[config.mk]
export PLATFORM = sky130hd
export DESIGN_NAME = ring_ptr_engine
export DESIGN_NICKNAME = d
export VERILOG_FILES = /design/src/rtl/rpe_pkg.sv /design/src/rtl/rpe_cfg_regs.sv /design/src/rtl/rpe_ring_fsm.sv /design/src/rtl/rpe_bus_arb.sv /design/src/rtl/ring_ptr_engine.sv
export SDC_FILE = /design/constraint.sdc
export NUM_CORES = 1
export LEC_CHECK = 0
export BUFFER_PORTS_ARGS = -buffer_cell sky130_fd_sc_hd__buf_2
export CAP_MARGIN = 5
export CORE_ASPECT_RATIO = 2
export CORE_MARGIN = 2
export CORE_UTILIZATION = 27
export CTS_CLUSTER_SIZE = 16
export DETAILED_ROUTE_END_ITERATION = 12
export GPL_TIMING_DRIVEN = 0
export SYNTH_ARGS = -nofsm -noshare
export SYNTH_HDL_FRONTEND = slang
export SYNTH_HIERARCHICAL = 1
export SYNTH_SLANG_ARGS = --single-unit
[constraint.sdc]
create_clock -name clk -period 1.55 [get_ports clk]
set_clock_uncertainty 0.05 [all_clocks]
set_input_delay 0.0775 -clock clk [delete_from_list [all_inputs] [get_ports clk]]
set_output_delay 0.0775 -clock clk [all_outputs]
set_load 0.01 [all_outputs]
[src/rtl/rpe_pkg.sv]
package rpe_pkg;

    localparam int RING_N  = 2;
    localparam int CODE_W  = 4;
    localparam int IDX_W   = CODE_W + 2;
    localparam int PAGE_W  = 8;
    localparam int BASE_W  = 14;
    localparam int DESC_SH = 3;
    localparam int WDATA_W = 16;
    localparam int OWN_W   = $clog2(RING_N);
    localparam int ADDR_W  = PAGE_W + BASE_W + 1 + IDX_W + DESC_SH;
    localparam int RB_LANE = 8;
    localparam int RB_W    = RB_LANE * RING_N;

    typedef enum logic [1:0] {
        RS_IDLE   = 2'd0,
        RS_FETCH  = 2'd1,
        RS_ACTIVE = 2'd2,
        RS_CLOSE  = 2'd3
    } ring_st_e;

    typedef enum logic [1:0] {
        SEL_BASE = 2'd0,
        SEL_SIZE = 2'd1,
        SEL_PAGE = 2'd2,
        SEL_KICK = 2'd3
    } wr_sel_e;

    typedef struct packed {
        logic [PAGE_W-1:0] page;
        logic [BASE_W-1:0] base;
        logic [CODE_W-1:0] tx_code;
        logic [CODE_W-1:0] rx_code;
    } ring_cfg_t;

    // last legal index for a thermometer size code: entries = (code+1)*4
    function automatic logic [IDX_W-1:0] last_index(input logic [CODE_W-1:0] code);
        return {code, 2'b11};
    endfunction

    function automatic logic [IDX_W-1:0] step_index(input logic [IDX_W-1:0] cur,
                                                    input logic [CODE_W-1:0] code);
        return (cur >= last_index(code)) ? '0 : cur + 1'b1;
    endfunction

    function automatic logic [ADDR_W-1:0] desc_addr(input ring_cfg_t c,
                                                    input logic ring_tx,
                                                    input logic [IDX_W-1:0] idx);
        return {c.page, c.base, ring_tx, idx, {DESC_SH{1'b0}}};
    endfunction

endpackage

[src/rtl/rpe_cfg_regs.sv]
module rpe_cfg_regs
    import rpe_pkg::*;
(
    input  logic               clk,
    input  logic               rst,
    input  logic               cfg_we,
    input  logic [1:0]         cfg_sel,
    input  logic [WDATA_W-1:0] cfg_wdata,
    output ring_cfg_t          cfg,
    output logic               kick
);

    wr_sel_e sel;
    assign sel  = wr_sel_e'(cfg_sel);
    assign kick = cfg_we && (sel == SEL_KICK);

    always_ff @(posedge clk) begin
        if (rst) begin
            cfg <= '0;
        end else if (cfg_we) begin
            case (sel)
                SEL_BASE: cfg.base    <= cfg_wdata[BASE_W-1:0];
                SEL_PAGE: cfg.page    <= cfg_wdata[PAGE_W-1:0];
                SEL_SIZE: begin
                    cfg.tx_code <= cfg_wdata[WDATA_W-1 -: CODE_W];
                    cfg.rx_code <= cfg_wdata[WDATA_W-1-CODE_W -: CODE_W];
                end
                default: ;
            endcase
        end
    end

    logic unused_wdata;
    assign unused_wdata = ^cfg_wdata;

endmodule

[src/rtl/rpe_ring_fsm.sv]
module rpe_ring_fsm
    import rpe_pkg::*;
(
    input  logic              clk,
    input  logic              rst,
    input  logic              run,
    input  logic              kick,
    input  logic              done,
    input  logic              gnt_ack,
    input  logic [CODE_W-1:0] code,
    output logic              req,
    output ring_st_e          st,
    output logic [IDX_W-1:0]  idx
);

    ring_st_e         st_n;
    logic [IDX_W-1:0] idx_n;

    always_comb begin
        st_n  = st;
        idx_n = idx;
        unique case (st)
            RS_IDLE:   if (kick)    st_n = RS_FETCH;
            RS_FETCH:  if (gnt_ack) st_n = RS_ACTIVE;
            RS_ACTIVE: if (done)    st_n = RS_CLOSE;
            RS_CLOSE:  if (gnt_ack) begin
                st_n  = RS_IDLE;
                idx_n = step_index(idx, code);
            end
            default:   st_n = RS_IDLE;
        endcase
    end

    always_ff @(posedge clk) begin
        if (rst || !run) begin
            st  <= RS_IDLE;
            idx <= '0;
        end else begin
            st  <= st_n;
            idx <= idx_n;
        end
    end

    assign req = (st == RS_FETCH) || (st == RS_CLOSE);


    busy_ring_ignores_kick_chk: assert property (@(posedge clk) disable iff (rst || !run)
        (st == RS_ACTIVE && kick && !done) |=> (st == RS_ACTIVE));


    index_step_chk: assert property (@(posedge clk) disable iff (rst || !run)
        (st == RS_CLOSE && gnt_ack) |=> (idx == '0 || idx == $past(idx) + 1'b1));


    disabled_ring_cleared_chk: assert property (@(posedge clk) disable iff (rst)
        !run |=> (idx == '0 && st == RS_IDLE));

endmodule

[src/rtl/rpe_bus_arb.sv]
module rpe_bus_arb
    import rpe_pkg::*;
(
    input  logic              clk,
    input  logic              rst,
    input  logic              run,
    input  logic [RING_N-1:0] req,
    input  logic              bm_ack,
    output logic              busy,
    output logic [OWN_W-1:0]  owner,
    output logic [RING_N-1:0] gnt_ack
);

    logic [OWN_W-1:0] pick;

    // owner doubles as the last-served record for round robin
    always_comb begin
        if (&req) pick = ~owner;
        else      pick = req[1] ? OWN_W'(1) : OWN_W'(0);
    end

    always_ff @(posedge clk) begin
        if (rst || !run) begin
            busy  <= 1'b0;
            owner <= OWN_W'(1);
        end else if (busy) begin
            if (bm_ack) busy <= 1'b0;
        end else if (|req) begin
            busy  <= 1'b1;
            owner <= pick;
        end
    end

    for (genvar g = 0; g < RING_N; g++) begin : g_ack
        assign gnt_ack[g] = busy && bm_ack && (owner == OWN_W'(g));
    end


    rr_alternate_chk: assert property (@(posedge clk) disable iff (rst || !run)
        (!busy && (&req)) |=> (busy && owner != $past(owner)));


    single_cycle_hold_chk: assert property (@(posedge clk) disable iff (rst || !run)
        (busy && !bm_ack) |=> (busy && $stable(owner)));

endmodule

[src/rtl/ring_ptr_engine.sv]
module ring_ptr_engine
    import rpe_pkg::*;
(
    input  logic               clk,
    input  logic               rst,
    input  logic               master_en,
    input  logic               cfg_we,
    input  logic [1:0]         cfg_sel,
    input  logic [WDATA_W-1:0] cfg_wdata,
    input  logic [RING_N-1:0]  ring_done,
    output logic               bm_req,
    output logic               bm_write,
    output logic [ADDR_W-1:0]  bm_addr,
    input  logic               bm_ack,
    output logic [RB_W-1:0]    ptr_rb,
    output logic [RING_N-1:0]  ring_active
);

    ring_cfg_t         cfg;
    logic              kick;
    logic [RING_N-1:0] req;
    logic [RING_N-1:0] gnt_ack;
    logic [OWN_W-1:0]  owner;
    ring_st_e          st  [RING_N];
    logic [IDX_W-1:0]  idx [RING_N];

    rpe_cfg_regs i_regs (
        .clk       (clk),
        .rst       (rst),
        .cfg_we    (cfg_we),
        .cfg_sel   (cfg_sel),
        .cfg_wdata (cfg_wdata),
        .cfg       (cfg),
        .kick      (kick)
    );

    for (genvar g = 0; g < RING_N; g++) begin : g_ring
        logic [CODE_W-1:0] code;
        assign code = (g == 0) ? cfg.rx_code : cfg.tx_code;

        rpe_ring_fsm i_fsm (
            .clk     (clk),
            .rst     (rst),
            .run     (master_en),
            .kick    (kick),
            .done    (ring_done[g]),
            .gnt_ack (gnt_ack[g]),
            .code    (code),
            .req     (req[g]),
            .st      (st[g]),
            .idx     (idx[g])
        );

        assign ring_active[g] = (st[g] == RS_ACTIVE);
        assign ptr_rb[g*RB_LANE +: RB_LANE] = {{(RB_LANE-IDX_W){1'b0}}, idx[g]};
    end

    rpe_bus_arb i_arb (
        .clk     (clk),
        .rst     (rst),
        .run     (master_en),
        .req     (req),
        .bm_ack  (bm_ack),
        .busy    (bm_req),
        .owner   (owner),
        .gnt_ack (gnt_ack)
    );

    assign bm_write = (st[owner] == RS_CLOSE);
    assign bm_addr  = desc_addr(cfg, owner[0], idx[owner]);


    reset_quiet_chk: assert property (@(posedge clk)
        rst |=> (!bm_req && ptr_rb == '0 && ring_active == '0));


    bus_cycle_stable_chk: assert property (@(posedge clk) disable iff (rst || !master_en)
        (bm_req && !bm_ack) |=> (bm_req && $stable(bm_addr) && $stable(bm_write)));


    bus_cycle_ends_chk: assert property (@(posedge clk) disable iff (rst || !master_en)
        (bm_req && bm_ack) |=> !bm_req);


    disabled_no_request_chk: assert property (@(posedge clk) disable iff (rst)
        !master_en |=> !bm_req);

endmodule

Yosys cells after proc, flatten, opt, wreduce, memory -nomap -nowiden:

Cells that the tools add are included.

* input port bits: 25
* output and inout port bits: 52
* register bits: 48
* word-level logic and storage cells: 79
* ROM bits: 0
* bits in latches: 0
* memories kept: 0
* memory bits (writable): 0

* shift operators: 0
* multipliers: 0
* div/mod/pow operators: 0
* reductions and logical operators: 21
* mux-type cells: 22
* $lt $le $gt $ge: 3
* add/subtract/negate cells: 2
* bitwise logic cells: 3
* eq/ne operators: 18

Operator list (number)
* 2-to-1 mux 6 bit: 5
* 2-to-1 mux 2 bit: 10
* case mux 2 bit (4 select lines): 2
* equality test 2 bit (second input constant): 7
* AND reduction 2 bit: 7
* adder 6 x 1 -> 6 bit (second input constant): 2
* >= comparator 6 bit: 2
* != test 2 x 1 -> 1 bit (second input constant): 5
* AND reduction 4 bit: 2
* equality test 2 x 1 -> 1 bit (second input constant): 3
* zero test 2 bit: 3
* != test 2 bit (second input constant): 3
* 2-to-1 mux 1 bit: 5
* logical AND 1 bit: 4
* logical OR 1 bit: 3
* >= comparator 2 bit (second input constant): 1
* inverter 1 bit: 2
* inverter 1 -> 2 bit: 1
* OR reduction 2 bit: 1
* zero test 1 bit: 1

Logic depth before layout (Yosys ltp):

* depth after elaboration: 5
* gate-level depth with buffers: 6
* depth with buffers taken out: 5

Cells and area by module:

The synthesis kept the hierarchy.

Modules (own cells, without submodules)
* rpe_cfg_regs: cells each 120, instances 1, area an instance 1290.0 um2, sequential area each 600.6 um2
* rpe_ring_fsm: cells each 63, instances 2, area an instance 580.6 um2, sequential area each 160.2 um2
* ring_ptr_engine: cells each 21, instances 1, area an instance 191.4 um2, sequential area each 0.0 um2
* rpe_bus_arb: cells each 11, instances 1, area an instance 96.3 um2, sequential area each 40.0 um2

Worst setup path after synthesis:

Ideal clock, no wire load.

* kind: register -> register
* start: register i_arb.busy
* end: register g_ring[0].i_fsm.idx[5]
* clock period less this slack: 1.563 ns
* stages on the path, launching flop included: 6
* arrival time: 1.427 ns
* setup slack: -0.013 ns
* buffers on the path: 0
* cells stage by stage: dfxtp_1 > nand2_1 > nor2_1 > nand4_2 > or3_1 > a221oi_2

* longest elaborated chain between the ends: 3

RTL lines
* start, declared: RTL line rpe_bus_arb.sv:9 `output logic busy,`
* start signal, assigned: RTL line rpe_bus_arb.sv:24 `busy <= 1'b0;`
* start signal, assigned: RTL line rpe_bus_arb.sv:27 `if (bm_ack) busy <= 1'b0;`
* start signal, assigned: RTL line rpe_bus_arb.sv:29 `busy <= 1'b1;`
* logical AND 1 bit (2 in a row): RTL line rpe_bus_arb.sv:35 `assign gnt_ack[g] = busy && bm_ack && (owner == OWN_W'(g));`
* named net gnt_ack[0]: RTL line ring_ptr_engine.sv:22 `logic [RING_N-1:0] gnt_ack;`
* AND reduction 2 bit (no source line)
* end signal, assigned: RTL line rpe_ring_fsm.sv:40 `idx <= idx_n;`
* end, declared: RTL line rpe_ring_fsm.sv:13 `output logic [IDX_W-1:0] idx`

The timed path passes the listed nets, and every way through them passes these cells.
A chain may end at the register's enable or synchronous reset.

Worst setup path after layout:

* start: register i_arb.owner
* end: register g_ring[1].i_fsm.idx[5]

* longest elaborated chain between the ends: 2

RTL lines
* start, declared: RTL line rpe_bus_arb.sv:10 `output logic [OWN_W-1:0] owner,`
* start signal, assigned: RTL line rpe_bus_arb.sv:30 `owner <= pick;`
* logical AND 1 bit: RTL line rpe_bus_arb.sv:35
* named net gnt_ack[1]: RTL line ring_ptr_engine.sv:22
* AND reduction 2 bit (no source line)
* end signal, assigned: RTL line rpe_ring_fsm.sv:40
* end, declared: RTL line rpe_ring_fsm.sv:13

The timed path passes the listed nets, and every way through them passes these cells.

==> key figures <==
Synth
  • Ys Warns: 6
  • Mux contribution to synthesized area: 15.0%
  • Largest family of logic cells by synthesized area: simple AND/OR/NAND/NOR gates
  • FFs w/ async S/R, synth: 0%
  • Post-synthesis sequential area ratio: 35.1%
  • XOR/XNOR share of the synthesized area: 1.28%
  • Cell Area, Synth: 0.00274 mm²
  • Post-synthesis compound-gate area fraction: 10.6%
  • Synth Instances: 278
  • Dominant synthesized flop cell: dfxtp_1
  • Syn_area_per_cell: 9.85 µm²
  • Library cells used by synthesis: 44
  • Simple-gate share of the synthesized area: 21.9%
  • Post-synth EDFFs: 0
  • Post-Synth Adder-Cell Area: 9.14%
  • Number of synthesized register bits: 48

Timing
  • Fin Setup TNS: 0 ns
  • Endpoints failing hold: 0
  • Hold_ws: 0.00654 ns
  • Setup Viol. Count Final: 0
  • Slew Viols, Final: 0
  • FMAX: 662 MHz
  • Period utilization: 97.5%
  • Final WS setup: 0.0389 ns
  • Minimum clock period: 1.51 ns

Global route
  • Vias in the first global route: 2164
  • GRT Total Usage: 12.6%
  • Antenna violations before repair: 0
  • Global-route wire length before repair: 10.5 mm
  • Pin count of the biggest net entering global routing: 17
  • GRT overflow: 0

Placement
  • RePlAce Congestion: 0.786
  • Hpwl dp: 5.31 mm
  • Placement Cell Area: 0.00328 mm²
  • Placed Cells: 488
  • PortBufs: 69
  • Dpl ws: -0.177 ns

Cells and area
  • Non-filler cells, final: 503
  • Layout cells sized above 1: 42.1%
  • Multi-input logic area: 0.00175 mm²
  • Register area: 995 µm²
  • Filler cells: 1065
  • Post-Layout Inst Area: 0.00369 mm²
  • # diodes: 0
  • Total Nets Final: 412
  • Area Growth Syn to Fin: 34.6%

Pwr
  • Lkg Pwr: 0.00161 µW
  • Peak supply drop: 0.664 mV
  • Power Dens Cells: 767 mW/mm²

Worst setup path
  • Reg2reg setup slack: 0.04 ns
  • Worst-path fanout max: 5
  • Req. time, crit path: 1.71 ns
  • CP Data Arrival Time: 1.67 ns
  • Setup CP Type: flop to flop
  • Setup crit start kind: flop
  • Crit path capture type: flop
  • Reg2Reg Depth: 4

Clock tree
  • # clock sinks: 48
  • CTS buffer count: 5
  • Root Buffer: clkbuf_16
  • CTS H-tree lvls: 2
  • Worst skew pair latency: 0.29 ns
  • Clock buffer depth: 2
  • CTS tree: done
  • Clock-pin slew on the worst setup and hold paths: 0.07 ns

Drt
  • DR vias: 2259
  • Initial DRC Count: 78
  • Initial DRT Pass Iterations: 4
  • Routed length on met3: 298 µm
  • Routed Antenna Nets: 0
  • Metal1 wirelength: 2.53 mm
  • Met2 routed WL: 3.73 mm
  • Vias/cell: 4.49
  • Drt drc: 0
  • Routed WL per cell: 13.4 µm
  • Wirelength, routed: 6.75 mm
  • Top Metal Used: met4

Status
  • Run status: finished, final reports clean

Floorplanning
  • Die Ht: 146 µm
  • IO Pins: 77
  • Die W: 75.2 µm
  • Starting Density: 27.3%
  • Row cnt: 52
  • Core box area: 0.0100 mm²
  • Die area: 0.0110 mm²

Worst hold path
  • Hold depth: 3
  • Hold crit path type: input pin to flop

Job
  • Number of max-cap violations: 0
-- final cells by class --
class,count,share of cell area (%)
buffer,21,3.73
timing repair buffer,76,11.2
tap,135,4.58
multi-input combinational,201,47.4
inverter,14,1.43
clock buffer,5,3.39
sequential,48,27.0
clock inverter,3,1.26
-- where the power goes --
group	internal [µW]	switching (µW)
Clock	768	509
Combinational	135	139
Sequential	1260	20.0
Total	2160	667
-- registers in the layout, summed over array words and instances, names as in the netlist --
name              count
i_arb/owner           1
g_ring.i_fsm/st       4
i_arb/busy            1
i_regs/cfg           30
g_ring.i_fsm/idx     12
-- repair_timing --
| action | in CTS | in global routing |
|---|---|---|
| setup buffers | 0 | 6 |
| endpoints found under the setup margin | 13 | 15 |
| pin swaps | 0 | 13 |
| hold buffers | 1 | 0 |
| endpoints found under the hold margin | 1 | 0 |
| gates resized for setup | 21 | 28 |
-- kinds of logic (layout without fill, tap and decap cells) --
logic type / after synthesis / in the layout
adders and majority gates: 20 / 20
DFF: 48 / 48
muxes: 38 / 38
xor gates and xnor gates: 4 / 4
and+or+nand+nor: 94 / 94
buffers and inverters: 35 / 119
AOI/OAI and AO/OA: 38 / 38
other: 1 / 7
-- placed cells by master, fill, tap and decap left out, drive strengths merged, types with 6 or more instances in the layout --
cell,n
mux2i,32
a221oi,6
dfxtp,48
o21ai,9
a211oi,8
or3,6
nand2b,54
inv,15
ha,20
buf,91
mux2,6
conb,7
nand3,7
clkbuf,10
-- path summary, 6_finish.rpt --
kind                                                to           from
worst max-delay path            g_ring[1].i_fsm/idx[5]    i_arb/owner
worst min-delay path                    i_regs/cfg[26]   cfg_wdata[4]
worst max register to register  g_ring[1].i_fsm/idx[5]    i_arb/owner
worst min register to register           i_regs/cfg[5]  i_regs/cfg[5]
-- critical path, stage by stage (launching register included) --
cell and delay (ns):
dfxtp_4 0.38, and3_4 0.25, nand4_4 0.13, or3_4 0.38, a221oi_2 0.24
-- cells in the mapped netlist (all sizes together), types with 5 or more instances --
master / instances / area share, %
inv: 14 / 1.9
nand2b: 54 / 12
ha: 20 / 9.1
nand3: 7 / 1.3
mux2: 6 / 3.3
dfxtp: 48 / 35
a221oi: 6 / 2.8
or3: 6 / 1.4
o21ai: 9 / 1.6
a211oi: 8 / 2.2
clkbuf: 5 / 0.73
mux2i: 32 / 12
buf: 16 / 4.3
-- stage by stage --
step / power, µW / util [%]
5_1_grt: 2950 / 36.8
4_1_cts: 2860 / 35.2
2_1_floorplan: 1480 / -
6_report: 2830 / 36.8
3_3_place_gp: 1570 / 32.7
3_5_place_dp: 1570 / 32.7
-- metal layers --
metal	GRT usage (%)	vias to the layer above
li1	-	1132
met1	12.3	1050
met2	23.6	68
met3	2.97	9
met4	5.61	0
met5	0	-
Note: power is estimated with default switching activity, not from simulation.
